## config.mk

```make
export PLATFORM = sky130hd
export DESIGN_NAME = bs_sched
export DESIGN_NICKNAME = d
export VERILOG_FILES = /design/src/rtl/bs_pkg.sv /design/src/rtl/bs_bit_timer.sv /design/src/rtl/bs_cfg_regs.sv /design/src/rtl/bs_line_monitor.sv /design/src/rtl/bs_access_fsm.sv /design/src/rtl/bs_sched.sv
export SDC_FILE = /design/constraint.sdc
export NUM_CORES = 1
export LEC_CHECK = 0
export ABC_CLOCK_PERIOD_IN_PS = 7180
export BUFFER_PORTS_ARGS = -buffer_cell sky130_fd_sc_hd__buf_2
export CAP_MARGIN = 40
export CORE_ASPECT_RATIO = 0.9
export CORE_UTILIZATION = 52
export CTS_BUF_LIST = sky130_fd_sc_hd__clkbuf_8
export DETAILED_ROUTE_END_ITERATION = 8
export PLACE_DENSITY = 0.8
export SLEW_MARGIN = 20
export SYNTH_ARGS = -nofsm -noshare
export SYNTH_HDL_FRONTEND = slang
export SYNTH_SLANG_ARGS = --single-unit
```

## constraint.sdc

```tcl
create_clock -name clk -period 7.18 [get_ports clk]
set_input_delay 0.718 -clock clk [delete_from_list [all_inputs] [get_ports clk]]
set_output_delay 0.718 -clock clk [all_outputs]
set_load 0.05 [all_outputs]
```

## src/rtl/bs_pkg.sv

```systemverilog
// Shared types and constants for the break-sync access scheduler.
package bs_pkg;
    // Access state: waiting for a slot, leading a grant, or sending a break.
    typedef enum logic [1:0] {
        ST_WAIT = 2'd0,
        ST_LEAD = 2'd1,
        ST_BRK  = 2'd2
    } bs_state_e;
endpackage

```

## src/rtl/bs_bit_timer.sv

```systemverilog
// Bit-period timer. It produces a tick at the end of every bit period and
// realigns the phase to each falling edge of rx. It assumes rx has already
// been synchronized to clk.
module bs_bit_timer #(
    parameter int DIV_W = 16
) (
    input  logic             clk,
    input  logic             rst_n,
    input  logic             rx,
    input  logic [DIV_W-1:0] div,
    output logic             fall,
    output logic             tick
);
    logic             rx_q;
    logic [DIV_W-1:0] phase;

    assign fall = rx_q & ~rx;
    assign tick = (phase == div) && !fall;

    // Previous rx sample, used for edge detection.
    always_ff @(posedge clk) begin
        if (!rst_n) rx_q <= 1'b1;
        else        rx_q <= rx;
    end

    // Phase counter: restarts on a falling edge and wraps at the divider.
    always_ff @(posedge clk) begin
        if (!rst_n)             phase <= '0;
        else if (fall)          phase <= '0;
        else if (phase >= div)  phase <= '0;
        else                    phase <= phase + DIV_W'(1);
    end

    a_r10_phase_in_range: assert property (@(posedge clk) disable iff (!rst_n)
        $past(fall) |-> (phase == '0));
endmodule

```

## src/rtl/bs_cfg_regs.sv

```systemverilog
// Configuration holding registers. They take reset values from parameters
// and reload all fields together on a load strobe.
module bs_cfg_regs #(
    parameter int DIV_W      = 16,
    parameter int WAIT_W     = 8,
    parameter int LEN_W      = 10,
    parameter int LEAD_W     = 2,
    parameter int RST_DIV    = 346,
    parameter int RST_WAIT   = 10,
    parameter int RST_PERMIT = 20,
    parameter int RST_MAX    = 200,
    parameter int RST_LEAD   = 1
) (
    input  logic              clk,
    input  logic              rst_n,
    input  logic              load,
    input  logic [DIV_W-1:0]  in_div,
    input  logic [WAIT_W-1:0] in_wait,
    input  logic [LEN_W-1:0]  in_permit,
    input  logic [LEN_W-1:0]  in_max,
    input  logic [LEAD_W-1:0] in_lead,
    output logic [DIV_W-1:0]  div,
    output logic [WAIT_W-1:0] idle_wait,
    output logic [LEN_W-1:0]  permit,
    output logic [LEN_W-1:0]  max_idle,
    output logic [LEAD_W-1:0] lead
);
    // Reset to the defaults, otherwise capture every field on load.
    always_ff @(posedge clk) begin
        if (!rst_n) begin
            div       <= DIV_W'(RST_DIV);
            idle_wait <= WAIT_W'(RST_WAIT);
            permit    <= LEN_W'(RST_PERMIT);
            max_idle  <= LEN_W'(RST_MAX);
            lead      <= LEAD_W'(RST_LEAD);
        end else if (load) begin
            div       <= in_div;
            idle_wait <= in_wait;
            permit    <= in_permit;
            max_idle  <= in_max;
            lead      <= in_lead;
        end
    end
endmodule

```

## src/rtl/bs_line_monitor.sv

```systemverilog
// Line monitor. It counts idle bit times while rx is high and low bit times
// while rx is low. It flags a received break when rx has been low for
// BRK_BITS bit times, except during this node's own break.
module bs_line_monitor #(
    parameter int WAIT_W   = 8,
    parameter int LEN_W    = 10,
    parameter int BRK_BITS = 10,
    localparam int CNT_W   = LEN_W + 1,
    localparam int LOW_W   = $clog2(BRK_BITS + 1)
) (
    input  logic              clk,
    input  logic              rst_n,
    input  logic              rx,
    input  logic              tick,
    input  logic [WAIT_W-1:0] idle_wait,
    input  logic              own_break,
    input  logic              flag_clr,
    output logic [CNT_W-1:0]  idle_cnt,
    output logic              bus_idle,
    output logic              brk_flag
);
    localparam logic [CNT_W-1:0] IDLE_SAT = '1;

    logic [LOW_W-1:0] low_cnt;
    logic             brk_hit;

    assign bus_idle = idle_cnt >= CNT_W'(idle_wait);
    assign brk_hit  = tick && !rx && !own_break && (low_cnt == LOW_W'(BRK_BITS - 1));

    // Idle counter: cleared by any low sample, saturates at its maximum.
    always_ff @(posedge clk) begin
        if (!rst_n)                         idle_cnt <= '0;
        else if (!rx)                       idle_cnt <= '0;
        else if (tick && idle_cnt != IDLE_SAT) idle_cnt <= idle_cnt + CNT_W'(1);
    end

    // Low-period counter: cleared by a high sample, saturates at BRK_BITS.
    always_ff @(posedge clk) begin
        if (!rst_n)                                   low_cnt <= '0;
        else if (rx)                                  low_cnt <= '0;
        else if (tick && low_cnt != LOW_W'(BRK_BITS)) low_cnt <= low_cnt + LOW_W'(1);
    end

    // Sticky break-received flag; a new detection wins over a clear.
    always_ff @(posedge clk) begin
        if (!rst_n)        brk_flag <= 1'b0;
        else if (brk_hit)  brk_flag <= 1'b1;
        else if (flag_clr) brk_flag <= 1'b0;
    end

    a_r2_idle_drops: assert property (@(posedge clk) disable iff (!rst_n)
        (!rx && idle_wait != '0) |=> !bus_idle);
    a_r8_flag_sticky: assert property (@(posedge clk) disable iff (!rst_n)
        (brk_flag && !flag_clr) |=> brk_flag);
    a_r8_no_self_flag: assert property (@(posedge clk) disable iff (!rst_n)
        (own_break && !brk_flag) |=> !brk_flag);
endmodule

```

## src/rtl/bs_access_fsm.sv

```systemverilog
// Access state machine. It grants a pending frame at the permit point, after
// an optional driver lead. It sends a break when a frame is pending past the
// maximum idle time, or when software asks for one. A falling edge on rx
// cancels a lead that has not yet produced a grant.
module bs_access_fsm
    import bs_pkg::*;
#(
    parameter int LEN_W    = 10,
    parameter int LEAD_W   = 2,
    parameter int BRK_BITS = 10,
    localparam int CNT_W   = LEN_W + 1,
    localparam int BC_W    = $clog2(BRK_BITS + (1 << LEAD_W))
) (
    input  logic              clk,
    input  logic              rst_n,
    input  logic              rx,
    input  logic              tick,
    input  logic              fall,
    input  logic [CNT_W-1:0]  idle_cnt,
    input  logic [LEN_W-1:0]  permit,
    input  logic [LEN_W-1:0]  max_idle,
    input  logic [LEAD_W-1:0] lead,
    input  logic              pending,
    input  logic              sw_break,
    output logic              tx_go,
    output logic              drive_en,
    output logic              line_low
);
    localparam logic [CNT_W-1:0] IDLE_SAT = '1;

    bs_state_e       st, st_n;
    logic [BC_W-1:0] cnt, cnt_n;
    logic            go_n, sw_pend, sw_pend_n;
    logic            hit_permit, late;

    assign hit_permit = tick && rx && (idle_cnt != IDLE_SAT)
                        && ((idle_cnt + CNT_W'(1)) == CNT_W'(permit));
    assign late       = idle_cnt > CNT_W'(max_idle);

    // Next-state and grant decision.
    always_comb begin
        st_n  = st;
        cnt_n = cnt;
        go_n  = 1'b0;
        unique case (st)
            ST_WAIT: begin
                if (hit_permit && pending) begin
                    if (lead == '0) begin
                        go_n = 1'b1;
                    end else begin
                        st_n  = ST_LEAD;
                        cnt_n = '0;
                    end
                end else if ((late && pending) || sw_pend || sw_break) begin
                    st_n  = ST_BRK;
                    cnt_n = '0;
                end
            end
            ST_LEAD: begin
                if (fall) begin
                    st_n = ST_WAIT;
                end else if (tick) begin
                    if ((cnt + BC_W'(1)) == BC_W'(lead)) begin
                        go_n = 1'b1;
                        st_n = ST_WAIT;
                    end else begin
                        cnt_n = cnt + BC_W'(1);
                    end
                end
            end
            ST_BRK: begin
                if (tick) begin
                    if (cnt == BC_W'(BRK_BITS - 1)) st_n = ST_WAIT;
                    else                            cnt_n = cnt + BC_W'(1);
                end
            end
            default: st_n = ST_WAIT;
        endcase
        sw_pend_n = (sw_pend || sw_break) && !(st == ST_WAIT && st_n == ST_BRK);
    end

    // State, counter, software request latch and the registered grant pulse.
    always_ff @(posedge clk) begin
        if (!rst_n) begin
            st      <= ST_WAIT;
            cnt     <= '0;
            sw_pend <= 1'b0;
            tx_go   <= 1'b0;
        end else begin
            st      <= st_n;
            cnt     <= cnt_n;
            sw_pend <= sw_pend_n;
            tx_go   <= go_n;
        end
    end

    assign drive_en = (st == ST_LEAD) || (st == ST_BRK);
    assign line_low = (st == ST_BRK);

    a_r3_go_single: assert property (@(posedge clk) disable iff (!rst_n)
        tx_go |=> !tx_go);
    a_r4_lead_before_go: assert property (@(posedge clk) disable iff (!rst_n)
        (tx_go && lead != '0) |-> $past(drive_en));
    a_r7_fall_cancels: assert property (@(posedge clk) disable iff (!rst_n)
        fall |=> !tx_go);
    a_r6_brk_len: assert property (@(posedge clk) disable iff (!rst_n)
        line_low |-> (cnt < BC_W'(BRK_BITS)));
    a_r5_no_go_in_brk: assert property (@(posedge clk) disable iff (!rst_n)
        line_low |-> !tx_go);
endmodule

```

## src/rtl/bs_sched.sv

```systemverilog
// Top of the break-sync access scheduler. It ties together the bit timer,
// the configuration registers, the line monitor and the access state machine.
// It assumes that rx is synchronized and that the transmitter starts its
// frame on tx_go.
module bs_sched #(
    parameter int DIV_W      = 16,
    parameter int WAIT_W     = 8,
    parameter int LEN_W      = 10,
    parameter int LEAD_W     = 2,
    parameter int BRK_BITS   = 10,
    parameter int RST_DIV    = 346,
    parameter int RST_WAIT   = 10,
    parameter int RST_PERMIT = 20,
    parameter int RST_MAX    = 200,
    parameter int RST_LEAD   = 1
) (
    input  logic              clk,
    input  logic              rst_n,
    input  logic              rx,
    input  logic              cfg_load,
    input  logic [DIV_W-1:0]  cfg_div,
    input  logic [WAIT_W-1:0] cfg_idle_wait,
    input  logic [LEN_W-1:0]  cfg_permit,
    input  logic [LEN_W-1:0]  cfg_max_idle,
    input  logic [LEAD_W-1:0] cfg_lead,
    input  logic              frame_pending,
    input  logic              sw_break,
    input  logic              brk_flag_clr,
    output logic              bus_idle,
    output logic              tx_go,
    output logic              drive_en,
    output logic              line_low,
    output logic              brk_flag
);
    localparam int CNT_W = LEN_W + 1;

    logic [DIV_W-1:0]  div;
    logic [WAIT_W-1:0] idle_wait;
    logic [LEN_W-1:0]  permit, max_idle;
    logic [LEAD_W-1:0] lead;
    logic              fall, tick;
    logic [CNT_W-1:0]  idle_cnt;

    bs_cfg_regs #(
        .DIV_W(DIV_W), .WAIT_W(WAIT_W), .LEN_W(LEN_W), .LEAD_W(LEAD_W),
        .RST_DIV(RST_DIV), .RST_WAIT(RST_WAIT), .RST_PERMIT(RST_PERMIT),
        .RST_MAX(RST_MAX), .RST_LEAD(RST_LEAD)
    ) u_cfg (
        .clk(clk), .rst_n(rst_n), .load(cfg_load),
        .in_div(cfg_div), .in_wait(cfg_idle_wait), .in_permit(cfg_permit),
        .in_max(cfg_max_idle), .in_lead(cfg_lead),
        .div(div), .idle_wait(idle_wait), .permit(permit),
        .max_idle(max_idle), .lead(lead)
    );

    bs_bit_timer #(.DIV_W(DIV_W)) u_timer (
        .clk(clk), .rst_n(rst_n), .rx(rx), .div(div),
        .fall(fall), .tick(tick)
    );

    bs_line_monitor #(.WAIT_W(WAIT_W), .LEN_W(LEN_W), .BRK_BITS(BRK_BITS)) u_mon (
        .clk(clk), .rst_n(rst_n), .rx(rx), .tick(tick), .idle_wait(idle_wait),
        .own_break(line_low), .flag_clr(brk_flag_clr),
        .idle_cnt(idle_cnt), .bus_idle(bus_idle), .brk_flag(brk_flag)
    );

    bs_access_fsm #(.LEN_W(LEN_W), .LEAD_W(LEAD_W), .BRK_BITS(BRK_BITS)) u_fsm (
        .clk(clk), .rst_n(rst_n), .rx(rx), .tick(tick), .fall(fall),
        .idle_cnt(idle_cnt), .permit(permit), .max_idle(max_idle), .lead(lead),
        .pending(frame_pending), .sw_break(sw_break),
        .tx_go(tx_go), .drive_en(drive_en), .line_low(line_low)
    );
endmodule

```

==> impl_table.tex <==
\begin{tabular}{lr}
\hline
Metric & Value \\
\hline
\multicolumn{2}{l}{\textbf{Run status}} \\
\quad Result of the run & finished, final reports clean \\
\multicolumn{2}{l}{\textbf{CTS}} \\
\quad Clock tree buffer depth & 2 \\
\quad Post-CTS clock slew at the launch and capture registers of the worst setup and hold paths & 100 ps \\
\quad Maximum level of the CTS H-tree & 3 \\
\quad Clk sink count & 87 \\
\quad Number of setup buffers added after CTS & 0 \\
\quad Resize count post-CTS & 0 \\
\quad Skew-Pair Late Insertion Delay & 360 ps \\
\quad Cell at the root of the clock tree & sky130\_fd\_sc\_hd\_\_clkbuf\_8 \\
\quad CTS tree & yes \\
\quad TritonCTS buffer count & 9 \\
\quad Hold\_buf cts & 0 \\
\multicolumn{2}{l}{\textbf{Finish}} \\
\quad Fill cell count & 828 \\
\quad Area growth syn-to-layout & 11.1\% \\
\quad Layout cell share with drive strength beyond 1 & 13.9\% \\
\quad Post-Layout Inst Area & 5400 um\^{}2 \\
\quad Final net count & 711 \\
\quad Antenna Cells & 0 \\
\quad Layout Utilization & 59.4\% \\
\multicolumn{2}{l}{\textbf{Setup path}} \\
\quad Data arrival time of the critical path & 2390 ps \\
\quad Critical path capture point type & output pin \\
\quad Startpoint type of the worst setup path & flip-flop \\
\quad Most numerous cell on the critical path & sky130\_fd\_sc\_hd\_\_a21oi\_1 \\
\quad Worst endpoint required time & 6460 ps \\
\quad Largest stage delay, worst path & 500 ps \\
\quad Crit path kind & flip-flop to output pin \\
\quad Worst path cell trace & inv\_1, ha\_1, nand2\_1, a21boi\_0, o21ai\_0, nand2b\_1, a21oi\_1, a2bb2oi\_1, a21oi\_1, buf\_2 \\
\quad Largest driver fanout on the critical path & 8 \\
\quad Standard cell with the maximum stage delay on the critical path & sky130\_fd\_sc\_hd\_\_dfxtp\_1 \\
\multicolumn{2}{l}{\textbf{Drt}} \\
\quad Routed wire length & 11000 um \\
\quad Detailed-router iteration count before antenna repair & 4 \\
\quad Antenna-violating nets left & 0 \\
\quad Average via count per standard cell & 5.42 \\
\quad DRC viols & 0 \\
\quad DRC marker count from the first detailed-route iteration & 161 \\
\quad Vias post-DR & 4014 \\
\quad Per-cell routed wire length & 14.9 um \\
\multicolumn{2}{l}{\textbf{Global routing}} \\
\quad Maximum number of pins on one net before global-route repair & 57 \\
\quad Total Routing Usage GR & 23.7\% \\
\quad Global-route wire length before repair & 18400 um \\
\quad Aggregate global routing overflow & 0 \\
\quad Number of global-route vias before repair & 3796 \\
\quad Initial antenna violation count & 0 \\
\multicolumn{2}{l}{\textbf{Logic synthesis}} \\
\quad Post-synth net total & 662 \\
\quad Synthesized instance count & 564 \\
\quad Share of synthesized flip-flops with an asynchronous set or reset & 0\% \\
\quad Yosys Warn Count & 0 \\
\quad Mean instance size in the synthesized netlist & 8.62 um\^{}2 \\
\quad Synth unique cells & 58 \\
\quad Leading register cell type out of synthesis & sky130\_fd\_sc\_hd\_\_dfxtp\_1 \\
\quad Flops \& latches, synth & 87 \\
\quad Netlist area before placement & 4860 um\^{}2 \\
\quad Number of synthesized flops with an enable pin & 0 \\
\quad Fraction of the yosys area taken by sequential cells & 35.8\% \\
\multicolumn{2}{l}{\textbf{STA}} \\
\quad Fraction of the cycle the final worst path needs & 43.3\% \\
\quad Number of hold violations in the final report & 0 \\
\quad Slew Limit Fails & 0 \\
\quad Worst setup slack after layout & 4070 ps \\
\quad Unrepaired setup endpoints after global routing & no \\
\quad Maximum clock frequency & 321 MHz \\
\quad Count of endpoints failing setup in the final report & 0 \\
\quad Total negative slack & 0 ps \\
\quad Post-layout min period & 3110 ps \\
\quad Max\_slew headroom & 47.1\% \\
\quad Worst-case clock skew & 10.7 ps \\
\quad Pin slew with the least headroom to its limit & 793 ps \\
\multicolumn{2}{l}{\textbf{Placed design}} \\
\quad IO buf count & 57 \\
\quad Setup slack at placement & 4410 ps \\
\quad HPWL after DPL & 8160 um \\
\quad Placer congestion estimate & 0.860 \\
\quad Post-DP Area & 5230 um\^{}2 \\
\multicolumn{2}{l}{\textbf{Die}} \\
\quad I/O Pins & 58 \\
\quad Die outline area & 9740 um\^{}2 \\
\quad Overall die width & 104 um \\
\quad Core footprint & 9080 um\^{}2 \\
\quad Die height & 93.7 um \\
\quad Number of rows created at floorplan & 33 \\
\quad Initial standard-cell utilization of the core & 53.5\% \\
\multicolumn{2}{l}{\textbf{Power and ir drop}} \\
\quad Leakage power figure & 2.41 nW \\
\quad Worst ir drop on vdd & 0.152 mV \\
\quad Total power divided by cell area & 175 nW/um\^{}2 \\
\multicolumn{2}{l}{\textbf{Worst hold path}} \\
\quad Worst min-delay path category & flip-flop to flip-flop \\
\multicolumn{2}{l}{\textbf{Job}} \\
\quad Number of max-capacitance violations reported & 0 \\
\hline
\end{tabular}
## per-layer routing
metal / vias up / GRT usage [%] / routed length [um]
li1: 2029 / - / -
met1: 1895 / 31.4 / 5310
met2: 83 / 39.6 / 5220
met3: 7 / 4.09 / 371
met4: 0 / 6.90 / 88
met5: - / 0 / 0
## layout by cell type (no fill, tap or decap), types with 7 or more instances in the layout
cell type,instances
sky130_fd_sc_hd__a21oi_1,14
sky130_fd_sc_hd__and3_1,7
sky130_fd_sc_hd__buf_2,57
sky130_fd_sc_hd__clkbuf_8,9
sky130_fd_sc_hd__dfxtp_1,87
sky130_fd_sc_hd__ha_1,45
sky130_fd_sc_hd__inv_1,48
sky130_fd_sc_hd__mux2i_1,39
sky130_fd_sc_hd__nand2_1,45
sky130_fd_sc_hd__nand2b_1,8
sky130_fd_sc_hd__nand3_1,15
sky130_fd_sc_hd__nand4_1,16
sky130_fd_sc_hd__nor2_1,81
sky130_fd_sc_hd__nor2b_1,7
sky130_fd_sc_hd__o211ai_1,13
sky130_fd_sc_hd__o21ai_0,14
sky130_fd_sc_hd__xnor2_1,22
sky130_fd_sc_hd__xor2_1,20
## state kept, by name, indices dropped and copies added (netlist names), 2 cells and up
signal / cells
u_cfg.div: 16
u_cfg.idle_wait: 8
u_cfg.lead: 2
u_cfg.max_idle: 10
u_cfg.permit: 10
u_fsm.cnt: 4
u_fsm.st: 2
u_mon.idle_cnt: 11
u_mon.low_cnt: 4
u_timer.phase: 16
## final cells by class
| class | instances | area (um^2) | share of cell area [%] |
|---|---|---|---|
| multi-input cells | 408 | 2850 | 52.8 |
| well taps | 122 | 153 | 2.83 |
| clock buffers | 9 | 124 | 2.29 |
| repair buffers | 60 | 308 | 5.70 |
| inverters | 47 | 176 | 3.27 |
| clock inverters | 7 | 48.8 | 0.904 |
| flip-flops and latches | 87 | 1740 | 32.3 |
## cells in the mapped netlist, drive strengths merged, types with 2 or more instances
library cell  count  area [um^2]
dfxtp            87         1740
nor2             81          304
inv              47          176
ha               45          563
nand2            45          169
mux2i            39          390
xnor2            22          193
xor2             20          175
a21oi            16         87.6
nand3            16         85.1
nand4            16          100
o21ai            15         75.1
clkbuf           13         50.0
o211ai           13         97.6
buf               9         45.1
nand2b            8         50.1
and3              7         43.8
nor2b             7         43.8
nor3              6         30.0
a21o              5         37.5
nor4              4         31.3
a211oi            3         22.5
a21boi            3         22.5
nand3b            3         22.5
a2111oi           2         23.8
a221oi            2         23.8
and2              2         12.5
and4              2         17.5
nand4b            2         17.5
o21a              2         15.0
o22ai             2         12.5
o31ai             2         15.0
or3               2         12.5
## path summary, 6_finish.rpt
path / to / startpoint / slack, ps / cells after the start
worst min register to register: u_mon.brk_flag$_SDFFE_PN0P_ / u_mon.brk_flag$_SDFFE_PN0P_ / 480 / 2
worst min-delay path: u_mon.brk_flag$_SDFFE_PN0P_ / u_mon.brk_flag$_SDFFE_PN0P_ / 480 / 2
worst max-delay path: bus_idle / u_mon.idle_cnt[0]$_SDFFE_PN0P_ / 4070 / 10
worst max register to register: u_fsm.cnt[2]$_SDFFE_PN0P_ / u_cfg.div[14]$_SDFFE_PN0P_ / 4410 / 10
## stage by stage
step / std cells / hold WS (ps) / total power, mW
final: 740 / 479 / 0.947
after global routing: 740 / 508 / 0.988
after CTS: 740 / 480 / 0.952
after detailed placement: 724 / 467 / 0.647
after global placement: 723 / 454 / 0.641
after floorplan: 564 / 437 / 0.607
## critical path, delay by kind of cell (launching register included)
family | cells | cell delay, ps
AOI/OAI and AO/OA | 5 | 650
DFF | 1 | 500
buffers and inverters | 2 | 400
adders and majority gates | 1 | 300
and+or+nand+nor | 2 | 170
## cell families after synthesis
group	after synthesis	share of synthesized area [%]
AO/OA/AOI/OAI	74	10.6
XOR/XNOR	42	7.57
adder cells (fa/ha/maj)	45	11.6
buffers and inverters	69	5.58
flip-flops	87	35.8
multiplexers	40	8.34
AND/OR/NAND/NOR	207	20.5
## report_power, final
part | switching [mW] | internal (mW)
combinational | 0.0693 | 0.0535
clock | 0.185 | 0.126
sequential | 0.0127 | 0.501
No activity file was read; power rests on OpenSTA's default activity.
